<file path="src/rtl/irqc_pkg.sv">
package irqc_pkg;

    localparam int NSRC      = 6;
    localparam int NEXT      = 2;
    localparam int NPERI     = 4;
    localparam int IDX_W     = $clog2(NSRC);
    localparam int REG_W     = 8;
    localparam int VEC_BASE  = 3;
    localparam int VEC_STEP  = 8;

    // source index of each external pin and each peripheral event
    localparam int EXT_IDX  [NEXT]  = '{0, 2};
    localparam int PERI_IDX [NPERI] = '{1, 3, 4, 5};

    // sources whose flag is cleared by the acknowledge
    localparam logic [NSRC-1:0] AUTO_CLR = 6'b001111;

    typedef enum logic [1:0] {
        RA_EN  = 2'd0,
        RA_LVL = 2'd1,
        RA_CTL = 2'd2,
        RA_FLG = 2'd3
    } reg_addr_e;

    typedef struct packed {
        logic             valid;
        logic             hi;
        logic [IDX_W-1:0] idx;
    } pick_t;

    typedef struct packed {
        logic hi;
        logic lo;
    } act_t;

    function automatic logic [IDX_W-1:0] first_one(input logic [NSRC-1:0] v);
        logic [IDX_W-1:0] r;
        r = '0;
        for (int i = NSRC - 1; i >= 0; i--) begin
            if (v[i]) r = IDX_W'(i);
        end
        return r;
    endfunction

    function automatic int vec_of(input logic [IDX_W-1:0] idx);
        return VEC_BASE + VEC_STEP * int'(idx);
    endfunction

endpackage

</file>
<file path="src/rtl/irqc_pin_samp.sv">
module irqc_pin_samp #(
    parameter int NPIN = 2
) (
    input  logic            clk,
    input  logic            rst,
    input  logic            tick,
    input  logic [NPIN-1:0] pin,
    output logic [NPIN-1:0] low_lvl,
    output logic [NPIN-1:0] fall
);

    logic [NPIN-1:0] samp_q;

    generate
        for (genvar p = 0; p < NPIN; p++) begin : g_pin
            always_ff @(posedge clk) begin
                if (rst) begin
                    samp_q[p] <= 1'b1;
                end else if (tick) begin
                    samp_q[p] <= pin[p];
                end
            end
            // high in the previous sample, low in this one
            assign fall[p]    = tick & samp_q[p] & ~pin[p];
            assign low_lvl[p] = ~samp_q[p];
        end
    endgenerate

endmodule

</file>
<file path="src/rtl/irqc_flags.sv">
module irqc_flags
    import irqc_pkg::*;
(
    input  logic             clk,
    input  logic             rst,
    input  logic [NEXT-1:0]  edge_mode,
    input  logic [NEXT-1:0]  ext_fall,
    input  logic [NEXT-1:0]  ext_low,
    input  logic [NPERI-1:0] peri_evt,
    input  logic             clr_en,
    input  logic [IDX_W-1:0] clr_idx,
    input  logic             sw_we,
    input  logic [NSRC-1:0]  sw_data,
    output logic [NSRC-1:0]  flag_vis
);

    logic [NSRC-1:0] hw_set;
    logic [NSRC-1:0] sw_ok;
    logic [NSRC-1:0] lvl_sel;
    logic [NSRC-1:0] lvl_val;
    logic [NSRC-1:0] st_q;

    always_comb begin
        hw_set  = '0;
        sw_ok   = '1;
        lvl_sel = '0;
        lvl_val = '0;
        for (int e = 0; e < NEXT; e++) begin
            hw_set[EXT_IDX[e]]  = ext_fall[e] & edge_mode[e];
            sw_ok[EXT_IDX[e]]   = edge_mode[e];
            lvl_sel[EXT_IDX[e]] = ~edge_mode[e];
            lvl_val[EXT_IDX[e]] = ext_low[e];
        end
        for (int p = 0; p < NPERI; p++) begin
            hw_set[PERI_IDX[p]] = peri_evt[p];
        end
    end

    generate
        for (genvar i = 0; i < NSRC; i++) begin : g_flag
            always_ff @(posedge clk) begin
                if (rst) begin
                    st_q[i] <= 1'b0;
                end else if (hw_set[i]) begin
                    st_q[i] <= 1'b1;
                end else if (clr_en && clr_idx == IDX_W'(i) && AUTO_CLR[i]) begin
                    st_q[i] <= 1'b0;
                end else if (sw_we && sw_ok[i]) begin
                    st_q[i] <= sw_data[i];
                end
            end
        end
    endgenerate

    assign flag_vis = (st_q & ~lvl_sel) | (lvl_val & lvl_sel);

endmodule

</file>
<file path="src/rtl/irqc_arb.sv">
module irqc_arb
    import irqc_pkg::*;
(
    input  logic [NSRC-1:0] flags,
    input  logic [NSRC-1:0] en,
    input  logic [NSRC-1:0] pri,
    input  logic            gie,
    input  logic            bypass,
    input  act_t            act,
    output pick_t           pick
);

    logic [NSRC-1:0] elig;
    logic [NSRC-1:0] hi_set;
    logic [NSRC-1:0] lo_set;

    assign elig   = flags & en & {NSRC{gie}};
    assign hi_set = bypass ? '0   : (elig & pri);
    assign lo_set = bypass ? elig : (elig & ~pri);

    always_comb begin
        pick = '0;
        if (|hi_set && !act.hi) begin
            pick.valid = 1'b1;
            pick.hi    = 1'b1;
            pick.idx   = first_one(hi_set);
        end else if (|lo_set && !act.hi && !act.lo) begin
            pick.valid = 1'b1;
            pick.hi    = 1'b0;
            pick.idx   = first_one(lo_set);
        end
    end

endmodule

</file>
<file path="src/rtl/irqc_top.sv">
module irqc_top
    import irqc_pkg::*;
#(
    parameter int VEC_W = 16
) (
    input  logic             clk,
    input  logic             rst,
    input  logic             mc_tick,
    input  logic [NEXT-1:0]  ext_pin,
    input  logic [NPERI-1:0] src_evt,
    input  logic [1:0]       reg_addr,
    input  logic             reg_wr,
    input  logic [REG_W-1:0] reg_wdata,
    output logic [REG_W-1:0] reg_rdata,
    output logic             irq_req,
    output logic [VEC_W-1:0] irq_vec,
    input  logic             irq_ack,
    input  logic             irq_reti,
    output logic             wake
);

    logic [NSRC-1:0] en_q, pri_q, flags_d, flag_vis;
    logic            gie_q, byp_q, wsel_q, wake_q;
    logic [NEXT-1:0] typ_q, ext_fall, ext_low;
    act_t            act_q, act_n;
    pick_t           pick, pick_q;
    logic            ack_ok;
    reg_addr_e       ra;
    wire             unused_wbit = reg_wdata[6];

    assign ra     = reg_addr_e'(reg_addr);
    assign ack_ok = irq_ack & pick_q.valid;

    // configuration registers
    always_ff @(posedge clk) begin
        if (rst) begin
            en_q   <= '0;
            gie_q  <= 1'b0;
            pri_q  <= '0;
            byp_q  <= 1'b0;
            typ_q  <= '0;
            wsel_q <= 1'b0;
        end else if (reg_wr) begin
            case (ra)
                RA_EN: begin
                    en_q  <= reg_wdata[NSRC-1:0];
                    gie_q <= reg_wdata[7];
                end
                RA_LVL: begin
                    pri_q <= reg_wdata[NSRC-1:0];
                    byp_q <= reg_wdata[7];
                end
                RA_CTL: begin
                    typ_q  <= reg_wdata[NEXT-1:0];
                    wsel_q <= reg_wdata[2];
                end
                default: ;
            endcase
        end
    end

    always_comb begin
        case (ra)
            RA_EN:   reg_rdata = {gie_q, 1'b1, en_q};
            RA_LVL:  reg_rdata = {byp_q, 1'b1, pri_q};
            RA_CTL:  reg_rdata = {5'b0, wsel_q, typ_q};
            default: reg_rdata = {2'b0, flag_vis};
        endcase
    end

    irqc_pin_samp #(.NPIN(NEXT)) u_pins (
        .clk     (clk),
        .rst     (rst),
        .tick    (mc_tick),
        .pin     (ext_pin),
        .low_lvl (ext_low),
        .fall    (ext_fall)
    );

    irqc_flags u_flags (
        .clk       (clk),
        .rst       (rst),
        .edge_mode (typ_q),
        .ext_fall  (ext_fall),
        .ext_low   (ext_low),
        .peri_evt  (src_evt),
        .clr_en    (ack_ok),
        .clr_idx   (pick_q.idx),
        .sw_we     (reg_wr && ra == RA_FLG),
        .sw_data   (reg_wdata[NSRC-1:0]),
        .flag_vis  (flag_vis)
    );

    irqc_arb u_arb (
        .flags  (flag_vis),
        .en     (en_q),
        .pri    (pri_q),
        .gie    (gie_q),
        .bypass (byp_q),
        .act    (act_q),
        .pick   (pick)
    );

    // active-level tracker: return pops first, acknowledge pushes
    always_comb begin
        act_n = act_q;
        if (irq_reti) begin
            if (act_q.hi) act_n.hi = 1'b0;
            else          act_n.lo = 1'b0;
        end
        if (ack_ok) begin
            if (pick_q.hi) act_n.hi = 1'b1;
            else           act_n.lo = 1'b1;
        end
    end

    always_ff @(posedge clk) begin
        if (rst) begin
            act_q   <= '0;
            pick_q  <= '0;
            flags_d <= '0;
            wake_q  <= 1'b0;
        end else begin
            act_q   <= act_n;
            pick_q  <= ack_ok ? '0 : pick;
            flags_d <= flag_vis;
            wake_q  <= wsel_q ? |(flag_vis & ~flags_d)
                              : (gie_q & |(flag_vis & en_q));
        end
    end

    assign irq_req = pick_q.valid;
    assign irq_vec = VEC_W'(vec_of(pick_q.idx));
    assign wake    = wake_q;

endmodule

</file>
<file path="config.mk">
export PLATFORM = sky130hd
export DESIGN_NAME = irqc_top
export DESIGN_NICKNAME = d
export VERILOG_FILES = /design/src/rtl/irqc_pkg.sv /design/src/rtl/irqc_pin_samp.sv /design/src/rtl/irqc_flags.sv /design/src/rtl/irqc_arb.sv /design/src/rtl/irqc_top.sv
export SDC_FILE = /design/constraint.sdc
export NUM_CORES = 1
export LEC_CHECK = 0
export ABC_AREA = 0
export CORE_ASPECT_RATIO = 1.5
export CORE_MARGIN = 8
export CORE_UTILIZATION = 33
export CTS_CLUSTER_SIZE = 14
export DETAILED_ROUTE_END_ITERATION = 16
export DONT_BUFFER_PORTS = 1
export SETUP_SLACK_MARGIN = 0.4
export SYNTH_ARGS = -nofsm -noshare
export SYNTH_HDL_FRONTEND = slang
export SYNTH_SLANG_ARGS = --single-unit
</file>
<file path="constraint.sdc">
create_clock -name clk -period 2.3 [get_ports clk]
set_input_delay 0.115 -clock clk [delete_from_list [all_inputs] [get_ports clk]]
set_output_delay 0.115 -clock clk [all_outputs]
set_load 0.02 [all_outputs]
</file>
==> impl_metrics.ini <==
[run_status]
status = finished clean

[detailed_routing]
dr.first_iter.drc_count = 130
dr_wl_met2_mm = 3.13
wl_met3_um = 321
ant_nets = 0
wl_per_cell_um = 17.0
first_pass_iters = 4
via_per_inst = 5.37
route.detailed.drc = 0
drt_wl_total_mm = 5.64
route.vias.total = 1784
met1_length_mm = 1.99
maxUsedRoutingLayer = met4

[finish]
area_growth_syn_to_layout_pct = 11.1
fillers = 674
multi_input_area_sq_mm = 0.00118
finalNonFillerCells = 332
postLayoutCellArea_sq_mm = 0.00237
antenna_cells = 0
fin_nets = 277
fin_util_pct = 37.1
drive_above_1_share_pct = 10.9
seqCellArea_sq_um = 781

[floorplan]
core-area_sq_mm = 0.00640
start_util_pct = 33.4
die_w_um = 81.7
die_area_sq_mm = 0.00936
io_pins = 48
die_y_um = 115
rows = 36

[sta]
hold_ws_ns = 0.0138
finalCritPeriodShare_pct = 79.4
rsz0062_at_grt = false
setup_slack_ns = 0.474
min_period_ns = 1.83
finalSetupViolCount = 0
skew_ns = 0.00515
finalHoldViolCount = 0
final_max_slew_viol_count = 0
fin_setup_tns_ns = 0
tightest_slew_ns = 0.553
fmax_ghz = 0.548
max-slew-margin-rel_pct = 63.0

[worst_setup_path]
critical_path_class = flop to output pin
worst_ep_arrival_time_ns = 1.71
cp_data_required_time_ns = 2.18
rr_worst_depth = 5
critPathCaptureType = output pin
path_max_fanout = 5
start_kind = flop

[cts]
clk_path_buf_depth = 2
cts.reportedPaths.clkPinSlew_ns = 0.07
clock-sinks = 39
clock_latency_ns = 0.29
cts_root_buf = clkbuf_8
cts_buffers = 5
cts_resized = 0
tritoncts = built
h-tree-depth = 2

[job]
drv_cap = 0

[placement]
dp.cells = 307
placed_area_sq_mm = 0.00212
io_buffers = 0
pre_cts_slack_ns = 0.497
gp_congestion = 0.890
hpwl_mm = 4.28

[synth]
ys_async_sr_fraction_pct = 0
synth_ff_type = dfxtp_1
synth_area_sq_mm = 0.00214
yosysWarnings = 0
synth_seq_cells = 39
synth_edf_count = 0
syn_avg_cell_area_sq_um = 8.75
synthCells = 244
yosysSeqAreaShare_pct = 36.6
yosysUniqueCellTypes = 58

[worst_hold_path]
min_path_cells = 2
hold_path.class = primary input to flop

[global_routing]
grt_pass1_vias = 1754
antenna_found_initial = 0
grt_start_max_net_pins = 34
grt_overflow = 0
grt_pass1_wl_mm = 8.94
track_usage_pct = 12.3

[pwr]
vdd_drop_max_mv = 0.224
cellPowerDensity_mw_per_mm2 = 566
finalPower_mw = 1.34
p_leak_nw = 0.967
==> what timing repair did <==
| item | CTS | global route |
|---|---|---|
| setup endpoints to repair | 1 | 0 |
| setup buffers | 2 | 0 |
| endpoints found under the hold margin | 34 | 0 |
| hold buffers | 15 | 0 |
==> per-layer routing <==
metal | vias up | global-route usage (%)
met2 | 57 | 23.3
met1 | 844 | 11.8
met3 | 14 | 2.75
met5 | - | 0
li1 | 869 | -
met4 | 0 | 6.12
==> sequential cells by signal (all words and copies together), names as in the netlist <==
signal / cells
en_q: 6
flags_d: 6
pri_q: 6
u_flags.st_q: 6
pick_q: 4
act_q: 2
typ_q: 2
u_pins.samp_q: 2
byp_q: 1
gie_q: 1
irq_req: 1
wake: 1
wsel_q: 1
==> final cells by class <==
type | count | area share [%]
clock buffer | 7 | 3.22
tap | 76 | 4.01
inverter | 15 | 2.37
clock inverter | 1 | 0.211
timing repair buffer | 17 | 7.38
sequential | 39 | 32.9
multi-input combinational | 177 | 49.9
==> Yosys cell counts, types with 2 or more instances <==
| library cell | instances | share of area [%] |
|---|---|---|
| conb_1 | 2 | 0.35 |
| o2111ai_1 | 2 | 0.82 |
| nor2b_1 | 4 | 1.2 |
| mux2_2 | 3 | 1.6 |
| dfxtp_1 | 39 | 37 |
| inv_1 | 12 | 2.1 |
| buf_4 | 17 | 6.0 |
| buf_2 | 2 | 0.47 |
| nand4_1 | 4 | 1.2 |
| mux4_2 | 2 | 2.1 |
| a22o_1 | 4 | 1.6 |
| nor2_1 | 35 | 6.2 |
| o22ai_1 | 4 | 1.2 |
| mux2i_1 | 22 | 10 |
| inv_2 | 3 | 0.53 |
| nand2_1 | 14 | 2.5 |
| o21ai_0 | 9 | 2.1 |
| a211oi_1 | 2 | 0.70 |
| a21oi_1 | 9 | 2.1 |
| nand3_1 | 9 | 2.1 |
| nand4b_1 | 2 | 0.82 |
| clkbuf_1 | 4 | 0.70 |
| nor3_1 | 5 | 1.2 |
==> logic make-up (layout without fill, tap and decap cells) <==
kind of cell / Yosys count / after routing / synth area share [%]
AOI/OAI and AO/OA: 48 / 48 / 16.7
buffers and inverters: 39 / 40 / 9.96
DFF: 39 / 39 / 36.6
muxes: 30 / 30 / 17.0
other: 2 / 13 / 0.352
and+or+nand+nor: 86 / 86 / 19.5
==> cell usage in the layout (no fill, tap or decap), types with 2 or more instances in the layout <==
cell,instances
clkbuf_8,5
dlygate4sd3_1,14
nand3_1,9
mux2_2,3
nor2_1,35
nor2b_1,4
inv_1,12
nand4_1,4
a21oi_1,9
conb_1,13
a211oi_1,2
o21ai_0,9
nor3_1,5
nand4b_1,2
a22o_1,4
nand2_1,14
dfxtp_1,39
buf_4,2
o2111ai_1,2
o22ai_1,4
mux4_2,2
inv_2,3
mux2i_1,22
clkbuf_1,2
==> critical path, cell delays in order, from the launching register on <==
cell,delay [ns]
dfxtp_1,0.46
mux2i_4,0.29
inv_1,0.05
mux4_1,0.62
==> final timing paths <==
check,start,to,slack [ns]
max,typ_q[0],reg_rdata[0],0.47
min,mc_tick,u_flags.st_q[2],0.01
max reg2reg,typ_q[0],pick_q[0],0.52
min reg2reg,act_q[0],act_q[0],0.50
==> power breakdown <==
part	internal (mW)	switching, mW
registers	0.699	0.0300
clock network	0.213	0.229
logic	0.0715	0.0998
Power figures use the tool's default switching activity.
